`src/rtl/mgp_pkg.sv`:
```
package mgp_pkg;

  localparam int unsigned ADDR_W = 3;

  typedef enum logic [ADDR_W-1:0] {
    RG_DIR  = 3'd0,
    RG_MASK = 3'd1,
    RG_PVAL = 3'd2,
    RG_SET  = 3'd3,
    RG_CLR  = 3'd4
  } reg_idx_e;

endpackage

```
`src/rtl/mgp_sync.sv`:
```
module mgp_sync #(
  parameter int WIDTH  = 32,
  parameter int STAGES = 2
) (
  input  logic             clk,
  input  logic             rst_n,
  input  logic [WIDTH-1:0] d_in,
  output logic [WIDTH-1:0] d_out
);

  logic [WIDTH-1:0] chain [STAGES];

  genvar s;
  generate
    for (s = 0; s < STAGES; s++) begin : g_stage
      if (s == 0) begin : g_first
        always_ff @(posedge clk or negedge rst_n) begin
          if (!rst_n) chain[0] <= '0;
          else        chain[0] <= d_in;
        end
      end else begin : g_next
        always_ff @(posedge clk or negedge rst_n) begin
          if (!rst_n) chain[s] <= '0;
          else        chain[s] <= chain[s-1];
        end
      end
    end
  endgenerate

  assign d_out = chain[STAGES-1];

endmodule

```
`src/rtl/mgp_regfile.sv`:
```
module mgp_regfile
  import mgp_pkg::*;
#(
  parameter int WIDTH = 32,
  parameter int NBYTE = WIDTH / 8
) (
  input  logic              clk,
  input  logic              rst_n,
  input  logic              wr_en,
  input  logic [ADDR_W-1:0] addr,
  input  logic [NBYTE-1:0]  be,
  input  logic [WIDTH-1:0]  wdata,
  output logic [WIDTH-1:0]  dir_q,
  output logic [WIDTH-1:0]  mask_q,
  output logic [WIDTH-1:0]  out_q,
  output logic              wr_dir,
  output logic              wr_mask,
  output logic              wr_pval,
  output logic              wr_set,
  output logic              wr_clr,
  output logic [WIDTH-1:0]  lane_bits
);

  // Spread the byte strobes over the bits they cover.
  function automatic logic [WIDTH-1:0] spread_lanes(input logic [NBYTE-1:0] strobes);
    logic [WIDTH-1:0] r;
    for (int i = 0; i < WIDTH; i++) r[i] = strobes[i/8];
    return r;
  endfunction

  // Keep old bits outside sel, take new bits inside sel.
  function automatic logic [WIDTH-1:0] merge_sel(input logic [WIDTH-1:0] old_v,
                                                 input logic [WIDTH-1:0] new_v,
                                                 input logic [WIDTH-1:0] sel);
    return (old_v & ~sel) | (new_v & sel);
  endfunction

  // Latch update from force-high and force-low vectors; low wins.
  function automatic logic [WIDTH-1:0] force_bits(input logic [WIDTH-1:0] cur,
                                                  input logic [WIDTH-1:0] hi_v,
                                                  input logic [WIDTH-1:0] lo_v);
    return (cur | hi_v) & ~lo_v;
  endfunction

  logic [WIDTH-1:0] eff_bits;   // lane-enabled and unmasked
  logic [WIDTH-1:0] hi_v, lo_v;
  logic [WIDTH-1:0] out_nxt;

  assign lane_bits = spread_lanes(be);
  assign eff_bits  = lane_bits & ~mask_q;

  assign wr_dir  = wr_en && (addr == RG_DIR);
  assign wr_mask = wr_en && (addr == RG_MASK);
  assign wr_pval = wr_en && (addr == RG_PVAL);
  assign wr_set  = wr_en && (addr == RG_SET);
  assign wr_clr  = wr_en && (addr == RG_CLR);

  always_comb begin
    hi_v = '0;
    lo_v = '0;
    if (wr_pval) begin
      hi_v = wdata & eff_bits;
      lo_v = ~wdata & eff_bits;
    end else if (wr_set) begin
      hi_v = wdata & eff_bits;
    end else if (wr_clr) begin
      lo_v = wdata & eff_bits;
    end
    out_nxt = force_bits(out_q, hi_v, lo_v);
  end

  always_ff @(posedge clk or negedge rst_n) begin
    if (!rst_n) begin
      dir_q  <= '0;
      mask_q <= '0;
      out_q  <= '0;
    end else begin
      if (wr_dir)  dir_q  <= merge_sel(dir_q, wdata, lane_bits);
      if (wr_mask) mask_q <= merge_sel(mask_q, wdata, lane_bits);
      out_q <= out_nxt;
    end
  end

endmodule

```
`src/rtl/mgp_rdmux.sv`:
```
module mgp_rdmux
  import mgp_pkg::*;
#(
  parameter int WIDTH = 32
) (
  input  logic [ADDR_W-1:0] addr,
  input  logic [WIDTH-1:0]  dir_q,
  input  logic [WIDTH-1:0]  mask_q,
  input  logic [WIDTH-1:0]  out_q,
  input  logic [WIDTH-1:0]  pin_sync,
  output logic [WIDTH-1:0]  rdata
);

  always_comb begin
    case (addr)
      RG_DIR:         rdata = dir_q;
      RG_MASK:        rdata = mask_q;
      RG_PVAL:        rdata = pin_sync & ~mask_q;
      RG_SET, RG_CLR: rdata = out_q;
      default:        rdata = '0;
    endcase
  end

endmodule

```
`src/rtl/mgp_port.sv`:
```
module mgp_port
  import mgp_pkg::*;
#(
  parameter int WIDTH       = 32,
  parameter int SYNC_STAGES = 2
) (
  input  logic               clk,
  input  logic               rst_n,
  input  logic               bus_sel,
  input  logic               bus_wr,
  input  logic [ADDR_W-1:0]  bus_addr,
  input  logic [WIDTH/8-1:0] bus_be,
  input  logic [WIDTH-1:0]   bus_wdata,
  output logic [WIDTH-1:0]   bus_rdata,
  input  logic [WIDTH-1:0]   pin_i,
  output logic [WIDTH-1:0]   pin_o,
  output logic [WIDTH-1:0]   pin_oe
);

  localparam int NBYTE = WIDTH / 8;

  logic             wr_en;
  logic [WIDTH-1:0] dir_q, mask_q, out_q, pin_sync, lane_bits;
  logic             wr_dir, wr_mask, wr_pval, wr_set, wr_clr;

  assign wr_en = bus_sel && bus_wr;

  mgp_sync #(.WIDTH(WIDTH), .STAGES(SYNC_STAGES)) u_sync (
    .clk   (clk),
    .rst_n (rst_n),
    .d_in  (pin_i),
    .d_out (pin_sync)
  );

  mgp_regfile #(.WIDTH(WIDTH), .NBYTE(NBYTE)) u_regs (
    .clk       (clk),
    .rst_n     (rst_n),
    .wr_en     (wr_en),
    .addr      (bus_addr),
    .be        (bus_be),
    .wdata     (bus_wdata),
    .dir_q     (dir_q),
    .mask_q    (mask_q),
    .out_q     (out_q),
    .wr_dir    (wr_dir),
    .wr_mask   (wr_mask),
    .wr_pval   (wr_pval),
    .wr_set    (wr_set),
    .wr_clr    (wr_clr),
    .lane_bits (lane_bits)
  );

  mgp_rdmux #(.WIDTH(WIDTH)) u_rd (
    .addr     (bus_addr),
    .dir_q    (dir_q),
    .mask_q   (mask_q),
    .out_q    (out_q),
    .pin_sync (pin_sync),
    .rdata    (bus_rdata)
  );

  assign pin_o  = out_q;
  assign pin_oe = dir_q;

endmodule

```
`config.mk`:
```
export PLATFORM = sky130hd
export DESIGN_NAME = mgp_port
export DESIGN_NICKNAME = d
export VERILOG_FILES = /design/src/rtl/mgp_pkg.sv /design/src/rtl/mgp_sync.sv /design/src/rtl/mgp_regfile.sv /design/src/rtl/mgp_rdmux.sv /design/src/rtl/mgp_port.sv
export SDC_FILE = /design/constraint.sdc
export NUM_CORES = 1
export LEC_CHECK = 0
export CAP_MARGIN = 10
export CORE_MARGIN = 2
export CORE_UTILIZATION = 30
export CTS_CLUSTER_SIZE = 28
export DETAILED_ROUTE_END_ITERATION = 10
export HOLD_SLACK_MARGIN = 0.1
export PLACE_DENSITY = 0.62
export SLEW_MARGIN = 30
export SYNTH_ARGS = -nofsm -noshare
export SYNTH_HDL_FRONTEND = slang
export SYNTH_SLANG_ARGS = --single-unit
```
`constraint.sdc`:
```
create_clock -name clk -period 1.7 [get_ports clk]
set_clock_uncertainty 0.15 [all_clocks]
set_input_delay 0.34 -clock clk [delete_from_list [all_inputs] [get_ports clk]]
set_output_delay 0.34 -clock clk [all_outputs]
set_load 0.005 [all_outputs]
```
==> key figures, run 1 <==
Run status
  • Status: finished with violations
  • Failing checks: negative setup slack

Yosys
  • Net count after synthesis: 724
  • #FFs+latches synth: 160
  • Largest cells by area after synthesis: dfrtp_1 54%, o211ai_1 5.6%, mux2_2 4.4%
  • Top FF cell, synth: dfrtp_1
  • Most frequent cells after synthesis: 160 x dfrtp_1, 57 x o21ai_0, 56 x inv_1, 56 x o211ai_1, 37 x nand2_1
  • Share of the yosys chip area belonging to registers: 53.6%
  • Post-Synthesis Cells: 649
  • Area share of the leading cell type in the synthesized netlist: 53.6%
  • Ys async rst share: 100%
  • Synth cell types: 40
  • Syn avg cell area: 11.5 sq um
  • Post-synth EDFFs: 0
  • Synth area leader: dfrtp_1
  • Post-synthesis cell area: 7460 sq um
  • Synth warn: 0
  • Most common cell in the netlist: dfrtp_1

Pwr
  • Lkg Pwr: 5.43 nW
  • Peak VDD IR: 0.445 mV
  • Overall power: 13.6 mW
  • Pwr/cell area: 1140 nW/um^2

Route
  • # DRC: 0
  • WL/cell: 18.3 microns
  • Vias: 6628
  • Routed Wire Length: 24.4 mm
  • Vias per cell: 4.96
  • Initial DRC Count: 358
  • Drt pass-1 iters: 5
  • Post-route ant nets: 0

Worst hold path
  • Min-delay worst type: input port to flip-flop

Clocking
  • Root Buffer: clkbuf_16
  • TritonCTS Buffers: 17
  • Reg clk slew, reported paths: 0.07 ns
  • CTS max path bufs: 2
  • Clock Latency Late Sink: 0.42 ns
  • CTS tree: built
  • H-tree Lvls: 4
  • Clock sink total: 160

Global route
  • Vias in the first global route: 6831
  • Pin count of the biggest net entering global routing: 50
  • GR Overflow Total: 0
  • Global-route wire length before repair: 38.7 mm
  • Initial antenna violation count: 2
  • Total global-route track usage: 19.1%

Worst setup path
  • Crit Path Max Fanout: 6
  • CP Cell Sequence: buf_8 > or3b_4 > o21ai_4 > buf_12 > buf_12 > buf_8 > o2bb2ai_4 > buf_2
  • Crit path to: bus_rdata[29]
  • Critical path's largest stage delay: 0.40 ns
  • Setup slack, reg-to-reg: 0.33 ns
  • R2R depth: 4
  • Crit path from: bus_addr[1]
  • Slowest-stage cell, CP: or3b_4
  • Startpoint types: input port
  • Setup Crit Path Kind: input port to output pin
  • CP Capture Type: output pin
  • R2r endpoint: u_regs.out_q[17]$_DFF_PN0_
  • Worst Path Required: 1.21 ns
  • Crit path DAT: 1.58 ns

Timing
  • Fmax: 0.483 GHz
  • Final min period: 2.07 ns
  • Final period utilization: 122%
  • Max-slew headroom: 72.0%
  • Final hold vios: 0
  • RSZ-0062 raised after global routing: yes
  • Worst Tran Pin Value: 0.419 ns
  • Final WS setup: -0.368 ns
  • Pins over their slew limit: 0
  • Final setup viols: 32

Floorplanning
  • Die height: 162 microns
  • Die area: 26200 sq um
  • Num ports: 171
  • Initial Utilization: 30.6%
  • Die span in x: 162 microns
  • Cell Rows: 57
  • Core Box Area: 24400 sq um

Placement
  • Post-DP HPWL: 16.3 mm
  • Routability cong.: 0.770
  • Dpl ws: -0.676 ns
  • Buffers on Ports: 170

Job
  • Max-Cap Viols: 0

Layout
  • Area grow syn2layout: 59.7%
  • Share of cells above drive strength 1: 37.4%
  • Fin nets: 1072
layer usage:
| layer | GRT usage (%) | vias up | wire length [microns] |
|---|---|---|---|
| li1 | - | 3130 | - |
| met1 | 25.8 | 3314 | 11300 |
| met2 | 31.5 | 154 | 11700 |
| met3 | 3.73 | 28 | 1050 |
| met4 | 5.51 | 2 | 345 |
| met5 | 0 | - | 13 |
power breakdown:
| part | switching (mW) | leakage, nW | internal (mW) |
|---|---|---|---|
| Sequential | 0.487 | 1.94 | 4.52 |
| Combinational | 1.96 | 3.20 | 2.71 |
| Clock | 1.63 | 0.286 | 2.29 |
| Total | 4.08 | 5.43 | 9.53 |
cell usage in the layout, fill, tap and decap left out, drive strengths merged:
master / count
a221o: 6
a32oi: 8
and4b: 1
buf: 246
bufinv: 2
clkbuf: 25
clkdlybuf4s15: 29
clkdlybuf4s50: 67
clkinv: 3
clkinvlp: 3
dfrtp: 160
diode: 1
dlygate4sd2: 26
dlygate4sd3: 1
dlymetal6s2s: 3
inv: 59
mux2: 40
mux2i: 26
nand2: 37
nand2b: 5
nand3: 25
nand3b: 6
nand4: 1
nand4b: 2
nand4bb: 1
nor2: 2
nor2b: 16
nor3: 4
nor3b: 6
o211ai: 56
o21ai: 63
o2bb2ai: 26
o32a: 26
o41a: 24
or2: 3
or3: 1
or3b: 1
timing repair:
action,CTS,global route
cloned,2,0
buffers inserted,47,12
resized for setup,284,51
hold buffers,1,0
hold endpoints to repair,160,0
pin swaps,14,16
setup endpoints to repair,134,84
worst min-delay path by stage:
stage / end / cells after the start / slack (ns) / from
after floorplan: async pin / 0 / -0.11 / rst_n
after global placement: u_sync.d_out[25]$_DFF_PN0_ / 1 / 0.09 / rst_n
after detailed placement: u_sync.d_out[25]$_DFF_PN0_ / 1 / 0.09 / rst_n
after CTS: u_sync.chain[56]$_DFF_PN0_ / 1 / 0.18 / pin_i[24]
after global routing: u_sync.chain[37]$_DFF_PN0_ / 1 / 0.18 / pin_i[5]
final: u_sync.chain[56]$_DFF_PN0_ / 1 / 0.19 / pin_i[24]
logic make-up (layout without fill, tap and decap cells):
family | count (synthesis) | count (layout) | share of synthesized area (%)
AOI/OAI and AO/OA | 209 | 209 | 21.8
buffers and inverters | 103 | 464 | 5.92
DFF | 160 | 160 | 53.6
muxes | 66 | 66 | 9.92
other | 0 | 1 | 0
and+or+nand+nor | 111 | 111 | 8.70
final cells by class:
class | instances | area, sq um
Clock inverter | 11 | 128
Timing Repair Buffer | 376 | 3340
Tap cell | 324 | 405
Clock buffer | 21 | 470
Inverter | 56 | 210
Sequential cell | 160 | 4020
Fill cell | 2247 | 12500
Antenna cell | 1 | 2.50
Multi-Input combinational cell | 386 | 3340
stage by stage:
| step | cells | setup TNS (ns) | hold WS (ns) | utilization, % | area (sq um) |
|---|---|---|---|---|---|
| after detailed placement | 1244 | -60.03 | 0.0891 | 44.1 | 10800 |
| after global routing | 1335 | -10.63 | 0.180 | 48.9 | 11900 |
| final | 1335 | -9.30 | 0.193 | 48.9 | 11900 |
| after floorplan | 649 | -1.29 | -0.106 | - | 7710 |
| after CTS | 1324 | -9.97 | 0.176 | 47.9 | 11700 |
| after global placement | 1244 | -57.30 | 0.0888 | 44.1 | 10800 |
critical path: cells and delay by family:
kind	cells	cell delay [ns]
AND/OR/NAND/NOR	1	0.40
buffers and inverters	5	0.61
AO/OA/AOI/OAI	2	0.23
Power figures use the tool's default switching activity.
==> run 2, diff against run 1 <==
GPL_ROUTABILITY_DRIVEN = 0   (was unset)
SKIP_LAST_GASP = 1   (was unset)
==> key figures, run 2 (same netlist as run 1, synthesis figures left out) <==
Layout
  • Area grow syn2layout: 59.8% (was 59.7%)
  • Fin nets: 1072 (unchanged)
  • Multi-input combinational cell area: 3340 sq um (unchanged)
  • Commonest cells after routing, fill and taps aside: 162 x buf_4, 146 x dfrtp_1, 67 x clkdlybuf4s50_1 (unchanged)
  • Core Util, Final: 48.9% (about the same)
  • Share of cells above drive strength 1: 37.4% (unchanged)
  • Reg area: 4020 sq um (unchanged)
  • FILL cells: 2245 (was 2247)
  • Most common cell after layout, fill and taps aside: buf_4 (unchanged)
  • Finished Layout Cells: 1335 (unchanged)

Clocking
  • H-tree Lvls: 4 (unchanged)
  • CTS max path bufs: 2 (unchanged)
  • Clock Latency Late Sink: 0.43 ns (was 0.42 ns)
  • Clock sink total: 160 (unchanged)
  • TritonCTS Buffers: 17 (unchanged)
  • Root Buffer: clkbuf_16 (unchanged)
  • CTS tree: built (unchanged)
  • Reg clk slew, reported paths: 0.07 ns (about the same)

Timing
  • Final min period: 2.07 ns (about the same)
  • RSZ-0062 raised after global routing: yes (unchanged)
  • Final hold vios: 0 (unchanged)
  • Max-slew headroom: 71.7% (was 72.0%)
  • Final setup viols: 32 (unchanged)
  • Final hold slack: 0.191 ns (was 0.193 ns)
  • Pins over their slew limit: 0 (unchanged)
  • Final WS setup: -0.369 ns (was -0.368 ns)
  • Fmax: 0.483 GHz (about the same)
  • Worst Tran Pin Value: 0.424 ns (was 0.419 ns)
  • Final period utilization: 122% (about the same)

Worst setup path
  • Worst Path Required: 1.21 ns (about the same)
  • CP Capture Type: output pin (unchanged)
  • R2R depth: 4 (unchanged)
  • Crit path to: bus_rdata[29] (unchanged)
  • Slowest-stage cell, CP: or3b_4 (unchanged)
  • R2r endpoint: u_regs.out_q[17]$_DFF_PN0_ (unchanged)
  • Crit path DAT: 1.58 ns (about the same)
  • Startpoint types: input port (unchanged)
  • CP Cell Sequence: buf_8 > or3b_4 > o21ai_4 > buf_12 > buf_12 > buf_8 > o2bb2ai_4 > buf_2 (unchanged)
  • Setup Crit Path Kind: input port to output pin (unchanged)
  • Crit path from: bus_addr[1] (unchanged)
  • Crit Path Max Fanout: 6 (unchanged)
  • Critical path's largest stage delay: 0.40 ns (about the same)
  • Setup slack, reg-to-reg: 0.32 ns (was 0.33 ns)

Floorplanning
  • Core Box Area: 24400 sq um (unchanged)
  • Die span in x: 162 microns (unchanged)
  • Cell Rows: 57 (unchanged)
  • Die area: 26200 sq um (unchanged)
  • Num ports: 171 (unchanged)
  • Die height: 162 microns (unchanged)
  • Initial Utilization: 30.6% (unchanged)

Run status
  • Status: finished with violations (unchanged)
  • Failing checks: negative setup slack (unchanged)

Route
  • Routed Wire Length: 24.4 mm (about the same)
  • Post-route ant nets: 0 (unchanged)
  • WL/cell: 18.3 microns (about the same)
  • Vias: 6645 (was 6628)
  • # DRC: 0 (unchanged)
  • Initial DRC Count: 382 (was 358)
  • Drt pass-1 iters: 4 (was 5)
  • Vias per cell: 4.98 (was 4.96)

Global route
  • Total global-route track usage: 19.1% (about the same)
  • Global-route wire length before repair: 38.7 mm (about the same)
  • Vias in the first global route: 6838 (was 6831)
  • Initial antenna violation count: 2 (unchanged)
  • Pin count of the biggest net entering global routing: 50 (unchanged)
  • GR Overflow Total: 0 (unchanged)

Job
  • Max-Cap Viols: 0 (unchanged)

Pwr
  • Power share of the clock group: 28.8% (about the same)
  • Peak VDD IR: 0.442 mV (was 0.445 mV)
  • Seq pwr share: 36.8% (about the same)
  • Internal: 9.53 mW (about the same)
  • Switching share of power: 30.0% (about the same)
  • Psw: 4.08 mW (about the same)
  • Comb pwr share: 34.4% (about the same)
  • Pwr/cell area: 1140 nW/um^2 (about the same)
  • Overall power: 13.6 mW (about the same)
  • Lkg Pwr: 5.43 nW (about the same)

Placement
  • Dpl ws: -0.676 ns (unchanged)
  • Buffers on Ports: 170 (unchanged)
  • Placed Cells: 1244 (unchanged)
  • Post-DP HPWL: 16.3 mm (unchanged)

Worst hold path
  • Min-delay worst type: input port to flip-flop (unchanged)
  • Worst hold start: pin_i[24] (unchanged)
[run 2: cell count changes in the layout (fill, tap and decap cells not counted), sizes merged]
cell | before | now
buf | 246 | 245
clkdlybuf4s15 | 29 | 30
[run 2: repair_timing]
action / in CTS / in global routing
setup endpoints to repair: 134 / 84
buffers inserted: 47 / 12
gates resized for setup: 282 / 52
gates cloned: 2 / 0
hold buffers: 1 / 0
pin swaps: 14 / 16
endpoints found under the hold margin: 160 / 0
[run 2: worst min-delay path by stage]
stage,end,cells after the start
2_1_floorplan,async pin,0
3_5_place_dp,u_sync.d_out[25]$_DFF_PN0_,1
3_3_place_gp,u_sync.d_out[25]$_DFF_PN0_,1
4_1_cts,u_sync.chain[56]$_DFF_PN0_,1
6_report,u_sync.chain[56]$_DFF_PN0_,1
5_1_grt,u_sync.chain[37]$_DFF_PN0_,1
[run 2: layout make-up]
type	instances	share of cell area, %
sequential	160	33.7
timing repair buffer	376	28.1
multi-input combinational	386	28.0
clock buffer	21	3.94
tap	324	3.40
inverter	56	1.76
clock inverter	11	1.07
antenna	1	0.0210
[run 2: metrics by stage]
step / cell area, sq um / TNS [ns]
after floorplan: 7710 / -1.29
after global placement: 10800 / -57.30
after detailed placement: 10800 / -60.03
after CTS: 11700 / -9.98
after global routing: 11900 / -10.67
final: 11900 / -9.30
[run 2: power groups by stage]
stage | registers (mW) | logic [mW] | clock network [mW]
detailed placement | 5.28 | 4.05 | 0
global placement | 5.26 | 3.99 | 0
finish | 5.01 | 4.68 | 3.92
CTS | 5.00 | 4.51 | 4.02
global route | 5.10 | 5.10 | 4.18
floorplan | 5.24 | 1.48 | 0
[run 2: worst max-delay path, delay by kind of cell]
family                 cells  cell delay, ns
AOI/OAI and AO/OA          2            0.23
and+or+nand+nor            1            0.40
buffers and inverters      5            0.61
[run 2: metal layers]
metal  global-route usage, %  part of all wire [%]
met5                       0                 0.053
met3                    3.78                   4.8
met4                    5.99                   1.6
met1                    25.7                    46
met2                    31.2                    47
